--- src/rtl/mdio_pkg.sv ---
package mdio_pkg;
  localparam int REG_AW     = 4;
  localparam int FRAME_BITS = 32;
  localparam int DATA_W     = 16;
  localparam int TA_POS     = 14;                         // first turnaround bit in frame
  localparam int RX_TA2     = FRAME_BITS - 1 - (TA_POS + 1); // captured second TA bit

  localparam logic [REG_AW-1:0] W_STAT = 4'd12;
  localparam logic [REG_AW-1:0] W_CTL  = 4'd13;
  localparam logic [REG_AW-1:0] W_DATA = 4'd14;
  localparam logic [REG_AW-1:0] W_ADDR = 4'd15;

  localparam int BUSY_BIT   = 0;
  localparam int RDERR_BIT  = 1;
  localparam int ENC_BIT    = 6;
  localparam int DIV_LSB    = 8;
  localparam int CTL_PREOFF = 10;
  localparam int CTL_RD     = 15;
  localparam int DATA_BUSY  = 31;

  typedef enum logic [1:0] {OP_NONE, OP_ADDR, OP_WRITE, OP_READ} opKind_t;

  typedef struct packed {
    logic                  launch;
    logic [FRAME_BITS-1:0] frame;
    logic                  preamble;
    logic                  isRead;
    logic                  isAddr;
  } mdioCmd_t;
endpackage

--- src/rtl/mdio_dp.sv ---
module mdio_dp
  import mdio_pkg::*;
#(
  parameter int DIV_W   = 8,
  parameter int PRE_LEN = 32
) (
  input  logic                  clk,
  input  logic                  rstN,
  input  mdioCmd_t              cmd,
  input  logic [DIV_W-1:0]      divField,
  input  logic                  mdioIn,
  output logic                  mdc,
  output logic                  mdioOut,
  output logic                  mdioOe,
  output logic                  active,
  output logic                  done,
  output logic [FRAME_BITS-1:0] rxWord
);
  localparam int CNT_W   = DIV_W + 1;
  localparam int PRE_W   = $clog2(PRE_LEN + 1);
  localparam int BIT_W   = $clog2(FRAME_BITS + 1);
  localparam int TA_LEFT = FRAME_BITS - TA_POS;

  logic [CNT_W-1:0]      divCnt, halfPer;
  logic [PRE_W-1:0]      preCnt;
  logic [BIT_W-1:0]      bitsLeft;
  logic [FRAME_BITS-1:0] shReg;
  logic                  capBit, isRead, tick, inPre;
  logic                  unusedCmd;

  assign unusedCmd = cmd.isAddr;
  assign halfPer   = (divField == '0) ? CNT_W'(2) : {divField, 1'b0};
  assign tick      = active && (divCnt == halfPer - CNT_W'(1));
  assign inPre     = (preCnt != '0);
  assign mdioOut   = inPre ? 1'b1 : shReg[FRAME_BITS-1];
  assign mdioOe    = active && !(isRead && !inPre && (bitsLeft <= BIT_W'(TA_LEFT)));
  assign done      = tick && mdc && !inPre && (bitsLeft == BIT_W'(1));
  assign rxWord    = {shReg[FRAME_BITS-2:0], capBit};

  always_ff @(posedge clk) begin
    if (!rstN) begin
      active   <= 1'b0;
      mdc      <= 1'b0;
      divCnt   <= '0;
      preCnt   <= '0;
      bitsLeft <= '0;
      shReg    <= '0;
      isRead   <= 1'b0;
      capBit   <= 1'b1;
    end else if (cmd.launch) begin
      active   <= 1'b1;
      mdc      <= 1'b0;
      divCnt   <= '0;
      preCnt   <= cmd.preamble ? PRE_W'(PRE_LEN) : '0;
      bitsLeft <= BIT_W'(FRAME_BITS);
      shReg    <= cmd.frame;
      isRead   <= cmd.isRead;
      capBit   <= 1'b1;
    end else if (active) begin
      if (tick) begin
        divCnt <= '0;
        mdc    <= ~mdc;
        if (!mdc) begin
          capBit <= mdioIn;                 // rising edge: sample line
        end else if (inPre) begin
          preCnt <= preCnt - PRE_W'(1);     // falling edge inside preamble
        end else begin
          shReg    <= rxWord;               // falling edge: next frame bit
          bitsLeft <= bitsLeft - BIT_W'(1);
          if (bitsLeft == BIT_W'(1)) active <= 1'b0;
        end
      end else begin
        divCnt <= divCnt + CNT_W'(1);
      end
    end
  end

  // clock parks low between frames
  p_mdc_idle_r2: assert property (@(posedge clk) disable iff (!rstN)
    !active |-> !mdc);
  // data line holds while mdc stays high
  p_mdio_fall_r2: assert property (@(posedge clk) disable iff (!rstN)
    (active && mdc && $past(mdc)) |-> $stable(mdioOut));
  // completion drops the frame
  p_done_end_r8: assert property (@(posedge clk) disable iff (!rstN)
    done |=> !active);
endmodule

--- src/rtl/mdio_ctrl.sv ---
module mdio_ctrl
  import mdio_pkg::*;
#(
  parameter int DIV_W = 8
) (
  input  logic                  clk,
  input  logic                  rstN,
  input  logic                  regWr,
  input  logic [REG_AW-1:0]     regAddr,
  input  logic [31:0]           regWData,
  output logic [31:0]           regRData,
  input  logic                  active,
  input  logic                  done,
  input  logic [FRAME_BITS-1:0] rxWord,
  output mdioCmd_t              cmd,
  output logic [DIV_W-1:0]      divField
);
  logic              encSel, rdErr;
  logic [DIV_W-1:0]  divReg;
  logic [DATA_W-1:0] ctlReg, dataReg, addrReg, srcCtl;
  opKind_t           curKind, nextKind;
  logic              accept, dataBusy;
  logic              unusedBits;

  assign unusedBits = ^{regWData[31:16], rxWord[FRAME_BITS-1:RX_TA2+1]};
  assign accept     = regWr && !active;
  assign dataBusy   = active && (curKind != OP_ADDR);
  assign divField   = divReg;

  function automatic logic [FRAME_BITS-1:0] buildFrame(
      input logic c45, input opKind_t k, input logic [4:0] prt,
      input logic [4:0] dev, input logic [DATA_W-1:0] payload);
    logic [1:0] st, op, ta;
    st = c45 ? 2'b00 : 2'b01;
    case (k)
      OP_WRITE: op = 2'b01;
      OP_READ:  op = c45 ? 2'b11 : 2'b10;
      default:  op = 2'b00;
    endcase
    ta = (k == OP_READ) ? 2'b11 : 2'b10;
    return {st, op, prt, dev, ta, payload};
  endfunction

  always_comb begin
    nextKind = OP_NONE;
    if (accept) begin
      case (regAddr)
        W_CTL:   if (regWData[CTL_RD]) nextKind = OP_READ;
        W_DATA:  nextKind = OP_WRITE;
        W_ADDR:  if (encSel) nextKind = OP_ADDR;
        default: nextKind = OP_NONE;
      endcase
    end
    srcCtl       = (nextKind == OP_READ) ? regWData[DATA_W-1:0] : ctlReg;
    cmd.launch   = (nextKind != OP_NONE);
    cmd.isRead   = (nextKind == OP_READ);
    cmd.isAddr   = (nextKind == OP_ADDR);
    cmd.preamble = !srcCtl[CTL_PREOFF];
    cmd.frame    = buildFrame(encSel, nextKind, srcCtl[9:5], srcCtl[4:0],
                              (nextKind == OP_READ) ? '1 : regWData[DATA_W-1:0]);
  end

  always_ff @(posedge clk) begin
    if (!rstN) begin
      encSel  <= 1'b0;
      rdErr   <= 1'b0;
      divReg  <= '0;
      ctlReg  <= '0;
      dataReg <= '0;
      addrReg <= '0;
      curKind <= OP_NONE;
    end else begin
      if (accept) begin
        case (regAddr)
          W_STAT: begin
            encSel <= regWData[ENC_BIT];
            divReg <= regWData[DIV_LSB +: DIV_W];
          end
          W_CTL:   ctlReg  <= regWData[DATA_W-1:0];
          W_DATA:  dataReg <= regWData[DATA_W-1:0];
          W_ADDR:  addrReg <= regWData[DATA_W-1:0];
          default: ;
        endcase
      end
      if (cmd.launch) curKind <= nextKind;
      if (cmd.isRead) rdErr <= 1'b0;
      if (done) begin
        if (curKind == OP_READ) begin
          dataReg <= rxWord[DATA_W-1:0];
          rdErr   <= rxWord[RX_TA2];
        end
        curKind <= OP_NONE;
      end
    end
  end

  always_comb begin
    regRData = '0;
    case (regAddr)
      W_STAT: begin
        regRData[DIV_LSB +: DIV_W] = divReg;
        regRData[ENC_BIT]          = encSel;
        regRData[RDERR_BIT]        = rdErr;
        regRData[BUSY_BIT]         = active;
      end
      W_CTL:  regRData[DATA_W-1:0] = ctlReg;
      W_DATA: begin
        regRData[DATA_W-1:0] = dataReg;
        regRData[DATA_BUSY]  = dataBusy;
      end
      W_ADDR:  regRData[DATA_W-1:0] = addrReg;
      default: regRData = '0;
    endcase
  end

  // writes during a frame leave configuration untouched
  p_ignore_busy_r9: assert property (@(posedge clk) disable iff (!rstN)
    (active && regWr) |=> ($stable(ctlReg) && $stable(addrReg) && $stable(divReg) && $stable(encSel)));
  // a starting read clears the error flag
  p_rderr_clear_r7: assert property (@(posedge clk) disable iff (!rstN)
    (cmd.launch && cmd.isRead) |=> !rdErr);
  // a start makes the serializer busy next cycle
  p_launch_busy_r8: assert property (@(posedge clk) disable iff (!rstN)
    cmd.launch |=> active);
endmodule

--- src/rtl/mdio_master.sv ---
module mdio_master
  import mdio_pkg::*;
#(
  parameter int DIV_W   = 8,
  parameter int PRE_LEN = 32
) (
  input  logic          clk,
  input  logic          rstN,
  input  logic          regWr,
  input  logic [3:0]    regAddr,
  input  logic [31:0]   regWData,
  output logic [31:0]   regRData,
  output logic          mdc,
  output logic          mdioOut,
  output logic          mdioOe,
  input  logic          mdioIn
);
  mdioCmd_t              cmd;
  logic [DIV_W-1:0]      divField;
  logic                  active, done;
  logic [FRAME_BITS-1:0] rxWord;

  mdio_ctrl #(.DIV_W(DIV_W)) uCtrl (
    .clk(clk), .rstN(rstN), .regWr(regWr), .regAddr(regAddr),
    .regWData(regWData), .regRData(regRData), .active(active),
    .done(done), .rxWord(rxWord), .cmd(cmd), .divField(divField)
  );

  mdio_dp #(.DIV_W(DIV_W), .PRE_LEN(PRE_LEN)) uDp (
    .clk(clk), .rstN(rstN), .cmd(cmd), .divField(divField),
    .mdioIn(mdioIn), .mdc(mdc), .mdioOut(mdioOut), .mdioOe(mdioOe),
    .active(active), .done(done), .rxWord(rxWord)
  );
endmodule

--- config.mk ---
export PLATFORM = sky130hd
export DESIGN_NAME = mdio_master
export DESIGN_NICKNAME = d
export VERILOG_FILES = /design/src/rtl/mdio_pkg.sv /design/src/rtl/mdio_dp.sv /design/src/rtl/mdio_ctrl.sv /design/src/rtl/mdio_master.sv
export SDC_FILE = /design/constraint.sdc
export NUM_CORES = 1
export LEC_CHECK = 0
export BUFFER_PORTS_ARGS = -buffer_cell sky130_fd_sc_hd__buf_2
export CORE_UTILIZATION = 35
export CTS_CLUSTER_DIAMETER = 30
export DETAILED_ROUTE_END_ITERATION = 6
export SLEW_MARGIN = 10
export SYNTH_ARGS = -nofsm -noshare
export SYNTH_HDL_FRONTEND = slang
export SYNTH_SLANG_ARGS = --single-unit
--- constraint.sdc ---
create_clock -name clk -period 9.03 [get_ports clk]
set_clock_uncertainty 0.2 [all_clocks]
set_input_delay 0.903 -clock clk [delete_from_list [all_inputs] [get_ports clk]]
set_output_delay 0.903 -clock clk [all_outputs]
set_load 0.05 [all_outputs]
**Yosys cells after proc, flatten, opt, wreduce, memory -nomap -nowiden**

Cells that the tools add are included.

- Bits in writable memories: 0
- Register bits after elaboration: 117
- Word-level logic and storage cells: 112
- Memories kept: 0
- Bits in read-only memories: 0
- Bits in latches: 0

- Shift-type cells: 0
- Div/mod/pow operators: 0
- Bitwise operators: 3
- Equality and inequality tests: 11
- Reduce and logical (&&, ||, !) cells: 29
- Magnitude comparators: 1
- Add/sub/neg operators: 4
- Mux-type cells: 48
- Multiply operators: 0

Operator list:

| operator | number |
|---|---|
| $mux 32 | 5 |
| $mux 16 | 5 |
| $mux 6 | 11 |
| $pmux 8 s4 | 1 |
| $mux 9 | 2 |
| $eq 4x4->1 const B | 4 |
| $mux 1 | 15 |
| $pmux 4 s3 | 1 |
| $reduce_and 4->1 | 3 |
| $sub 6x1->6 const B | 2 |
| $mux 11 | 1 |
| $reduce_bool 2->1 | 5 |
| $add 9x1->9 const B | 1 |
| $eq 9x9->1 | 1 |
| $logic_and 1x1->1 | 9 |
| $sub 9x1->9 const B | 1 |
| $logic_not 8->1 | 1 |
| $pmux 2 s4 | 1 |
| $reduce_and 2->1 | 4 |
| $eq 2x2->1 const B | 3 |
| $eq 6x1->1 const B | 1 |
| $le 6x5->1 const B | 1 |
| $pmux 2 s3 | 1 |
| $reduce_bool 6->1 | 1 |
| 10 further kinds | 16 |

**Longest topological paths before layout**

- Word-level depth: 9
- Mapped depth: 14
- Gate-level depth less buffers: 10

**By module**

Synthesis repeated with hierarchy kept, for this count alone.

- Cells, all modules: 819
- Area, all modules: 6905.4 um^2

Modules (own cells, without submodules):

| module | times used | area each (um^2) | cells an instance |
|---|---|---|---|
| mdio_dp | 1 | 3454.6 | 425 |
| mdio_ctrl | 1 | 3450.8 | 394 |

**Least setup slack after synthesis**

OpenSTA, ideal clock, no wires.

- Kind: register -> register
- Start: reg uCtrl.divReg[2], in the netlist uCtrl.divField[2]
- End: reg uDp.shReg[23]
- Cell stages (with the launch flop): 15
- Data required time: 8.699 ns
- Arrival: 3.045 ns
- Slack: 5.654 ns
- Path through: dfxtp_1 buf_6 nor4_2 a31oi_1 ha_1 nor3b_1 xnor2_1 a2111oi_0 nand4_1 or3_1 buf_2 buf_6 buf_2 a32oi_1 o21ai_0

- Cells in the longest elaborated chain, start to end: 7

RTL lines:

| item | RTL line | text |
|---|---|---|
| start, declared | mdio_ctrl.sv:19 | `logic [DIV_W-1:0] divReg;` |
| start signal, assigned | mdio_ctrl.sv:77 | `divReg <= regWData[DIV_LSB +: DIV_W];` |
| $logic_not 8->1 | mdio_dp.sv:32 | `assign halfPer = (divField == '0) ? CNT_W'(2) : {divField, 1'b0};` |
| $mux 9 * | mdio_dp.sv:32 |  |
| $sub 9x1->9 * | mdio_dp.sv:33 | `assign tick = active && (divCnt == halfPer - CNT_W'(1));` |
| $eq 9x9->1 * | mdio_dp.sv:33 |  |
| $logic_and 1x1->1 * | mdio_dp.sv:33 |  |
| $reduce_bool 2->1 (no source line) * | n/a |  |
| $reduce_and 4->1 (no source line) * | n/a |  |
| end signal, assigned | mdio_dp.sv:56 | `shReg <= cmd.frame;` |
| end signal, assigned | mdio_dp.sv:68 | `shReg <= rxWord;` |
| end, declared | mdio_dp.sv:27 | `logic [FRAME_BITS-1:0] shReg;` |

Mark *: on every way between the ends. The rest lies on a longest branch, timed or not.
A chain may end at the register's enable or synchronous reset.

**Final worst setup path**

- Start: in regAddr[1]
- End: reg uDp.shReg[4]

- Cells in the longest elaborated chain, start to end: 6
- Elaborated cells on any way between the ends: 14

RTL lines:

| item | RTL line | text |
|---|---|---|
| start, declared | mdio_master.sv:10 | `input logic [3:0] regAddr,` |
| $eq 4x4->1 | mdio_ctrl.sv:47 | `case (regAddr)` |
| $pmux 2 s3 * | mdio_ctrl.sv:47 |  |
| $mux 2 * | mdio_ctrl.sv:46 | `if (accept) begin` |
| $reduce_bool 2->1 or $eq 2x2->1 (tied branches) | mdio_ctrl.sv:55, mdio_ctrl.sv:60 |  |
| $ne 2x2->1 (no source line) (tied with other cells) | n/a |  |
| $reduce_and 4->1 (no source line) or $mux 32 (tied branches) | n/a |  |

Marked as above.

==> run summary <==
The flow ran to the end, and the final reports show no timing, DRC or antenna violations. The largest fanout on the critical path came out at 26. The most frequently used flop master after synthesis was dfxtp_1.

In this run the post-CTS setup repair buffer count came out at 0. The proportion of register bits with asynchronous set or reset after synthesis came out at 0%. Sorting the synthesized cells by area gives the leading types as dfxtp_1, nand2_1, a21boi_0, mux2i_1, o21ai_0. The count of cells resized by post-cts repair was 0; the remaining routing DRC violations was 0.

The first global-routing pass estimated 25.4 mm of wire. Proportion of layout cells with a drive suffix above 1: 11.6%. Row generation in the floorplan step produced 47 rows.

Relative to the synthesized area, the layout overhead comes to 13.6%. Total power for the finished layout comes to 1.23 mW. After layout, the minimum clock period comes to 4.45 ns. In the post-route analysis, the smallest setup slack over all paths is 4.58 ns.

Hold timing on the final database bottoms out at a slack of 0.260 ns. For the total routing usage reported by global routing, the log shows 18.8%. The fraction of post-synthesis cell area in the top cell type by area is 39.9%, and the floorplan core area is 0.0165 mm^2. The category of the most critical setup path is in -> reg. The count of H-tree levels built during CTS is 4. The run gives 0 as the initial antenna violation count. The count of buffers added on input and output ports is 43. The via-per-instance ratio was 5.24; the vertical die dimension was 132 um. Power density relative to cell area: 185 mW/mm^2. 75 I/O pins were placed. The total vias in the final route was 5136. Count of nets after finishing: 795. The tools report the via count of the first global-routing pass as 4588. The worst register-to-register path has a depth of 9. The floorplan step set the die width to 132 um. dfxtp_1 takes more of the synthesized area than any other cell. Setup repair after global routing left no endpoint under its margin. The residual antenna-violating net count after detailed routing was 0; the count of TritonRoute iterations in the first routing pass was 7.

The tools report the count of final hold-check violations as 0. Yosys printed 0 warnings. Setup violations remaining at the end of the flow were counted as 0.

For the summed negative setup slack over all endpoints, the log shows 0 ns. The post-route fraction of the period consumed by the critical path was 49.2%. The logs give 2 for the maximum count of clock buffers along a single path and 225 MHz for the highest clock frequency the design can meet.

At the worst endpoint, the required time is 9.12 ns. The run gives 0.00588 mm^2 as the area of the mapped netlist. Final weighted congestion in routability-driven placement: 0.763.

The final global-route overflow total came out at 0. Clock tree synthesis inserted a total of 17 buffers. The final number of max-transition violations is 0, and the sum of routed wire length over all layers is 15.8 mm. At the later pin of the worst-skew pair, clock insertion delay measures 0.42 ns. The worst pin sits at a relative slew slack of 29.2%. The worst hold path passes through 2 cells.

The number of cells produced by synthesis was 736. The run gives 432 as the detailed router's first-iteration violation count. The kind of capture point of the worst setup path is a flip-flop. Max-cap violations in this run came to 0. CTS clock-pin slew for the worst setup and hold paths: 0.05 ns. At the pin with the least slew margin, the transition time is 1.06 ns. Maximum resistive drop on vdd: 118 uV. The antenna cell count came out at 0.

The sequential area share after synthesis is 39.9%, and the post-synthesis cell type count is 55. A synthesized cell averages 7.98 um^2. The effective utilization at floorplan came out at 35.7%. The type of origin of the critical path is an input pin. In the final routed layout, each cell accounts on average for 16.1 um. Summed over all nets, the half-perimeter wirelength after detailed placement is 9.44 mm. The synthesized design contains 117 register bits. At the placement stage, the worst setup path has a slack of 4.17 ns. The tree built by TritonCTS fans out to 117 sinks.

TritonCTS built the clock tree. Leaving out fill and tap cells, the most frequent cells in the layout are nand2_1, dfxtp_1, buf_2, o21ai_0, a21boi_0. The path class of the tightest hold or removal check is reg -> reg.

Leaving out fill and tap cells, the most frequent cell in the layout is nand2_1. The die covers 0.0173 mm^2. The largest net degree at the start of global routing is 115, and the number of flops mapped to enable cells by yosys is 0.

The hold buffer count at CTS came out at 0. The CTS root buffer is clkbuf_16. The data arrival time of the critical path is 4.54 ns. For this design the static power due to leakage is 2.68 nW.
cells in the mapped netlist (8+ instances only):
cell	instances
xor2_1	10
nand3_1	14
o211ai_1	17
xnor2_1	10
clkbuf_1	47
mux2i_1	31
a22oi_1	8
o21ai_0	42
buf_4	15
inv_1	16
nand2_1	187
a21oi_1	29
o21ai_1	10
dfxtp_1	117
nor2_1	19
a21boi_0	42
logic make-up after synthesis:
family / Yosys count / share of synthesized area (%)
simple gates: 278 / 21.0
compound gates: 195 / 22.2
flops: 117 / 39.9
buf+inv: 87 / 7.13
mux: 32 / 5.47
xor+xnor: 20 / 2.98
fa+ha+maj: 6 / 1.28
other cells: 1 / 0.0638
layout make-up:
type,instances,area (um^2)
inverters,16,60.1
repair buffers,51,275
well taps,220,275
fillers,1729,9790
multi-input cells,546,3170
clock buffers,27,503
flip-flops and latches,117,2340
clock inverters,4,45.0
path summary, 6_finish.rpt:
path / startpoint / endpoint / slack, ns
worst max-delay path: regAddr[1] / uDp.shReg[4] / 4.58
worst min-delay path: uDp.shReg[28] / uDp.shReg[28] / 0.26
worst max register to register: uDp.active / uDp.shReg[4] / 4.86
worst min register to register: uDp.shReg[28] / uDp.shReg[28] / 0.26
sequential cells by signal, summed over array words and instances (netlist names):
| signal | flops |
|---|---|
| uDp.mdc | 1 |
| uDp.preCnt | 6 |
| uCtrl.ctlReg | 16 |
| uCtrl.rdErr | 1 |
| uDp.capBit | 1 |
| uDp.shReg | 32 |
| uDp.isRead | 1 |
| uCtrl.dataReg | 16 |
| uCtrl.curKind | 2 |
| uCtrl.divField | 8 |
| uCtrl.encSel | 1 |
| uCtrl.addrReg | 16 |
| uDp.divCnt | 9 |
| uDp.active | 1 |
| uDp.bitsLeft | 6 |
worst max-delay path, stage by stage:
cell and delay, ns:
buf_2 0.12, and4b_1 0.23, buf_4 0.28, and2_1 0.72
nand2_1 0.56, and3_1 0.63, buf_4 0.36, or2_2 0.46
o21ai_0 0.21, a21oi_1 0.06
through the flow:
step	cell area, um^2	utilization (%)	instances
global route	6680	40.5	981
detailed placement	6130	37.2	950
floorplan	5930	-	750
global placement	6130	37.2	950
CTS	6680	40.5	981
finish	6680	40.5	981
power breakdown:
part | total (mW) | switching, mW | internal, mW
clock | 0.626 | 0.222 | 0.404
sequential | 0.531 | 0.00609 | 0.525
combinational | 0.0763 | 0.0555 | 0.0208
metal layers:
layer / vias up / GRT usage [%] / wire (um)
met5: - / 0 / 0
met1: 2373 / 26.6 / 7580
li1: 2556 / - / -
met3: 29 / 3.67 / 954
met4: 0 / 7.75 / 304
met2: 178 / 27.6 / 6950
Power figures use the tool's default switching activity.
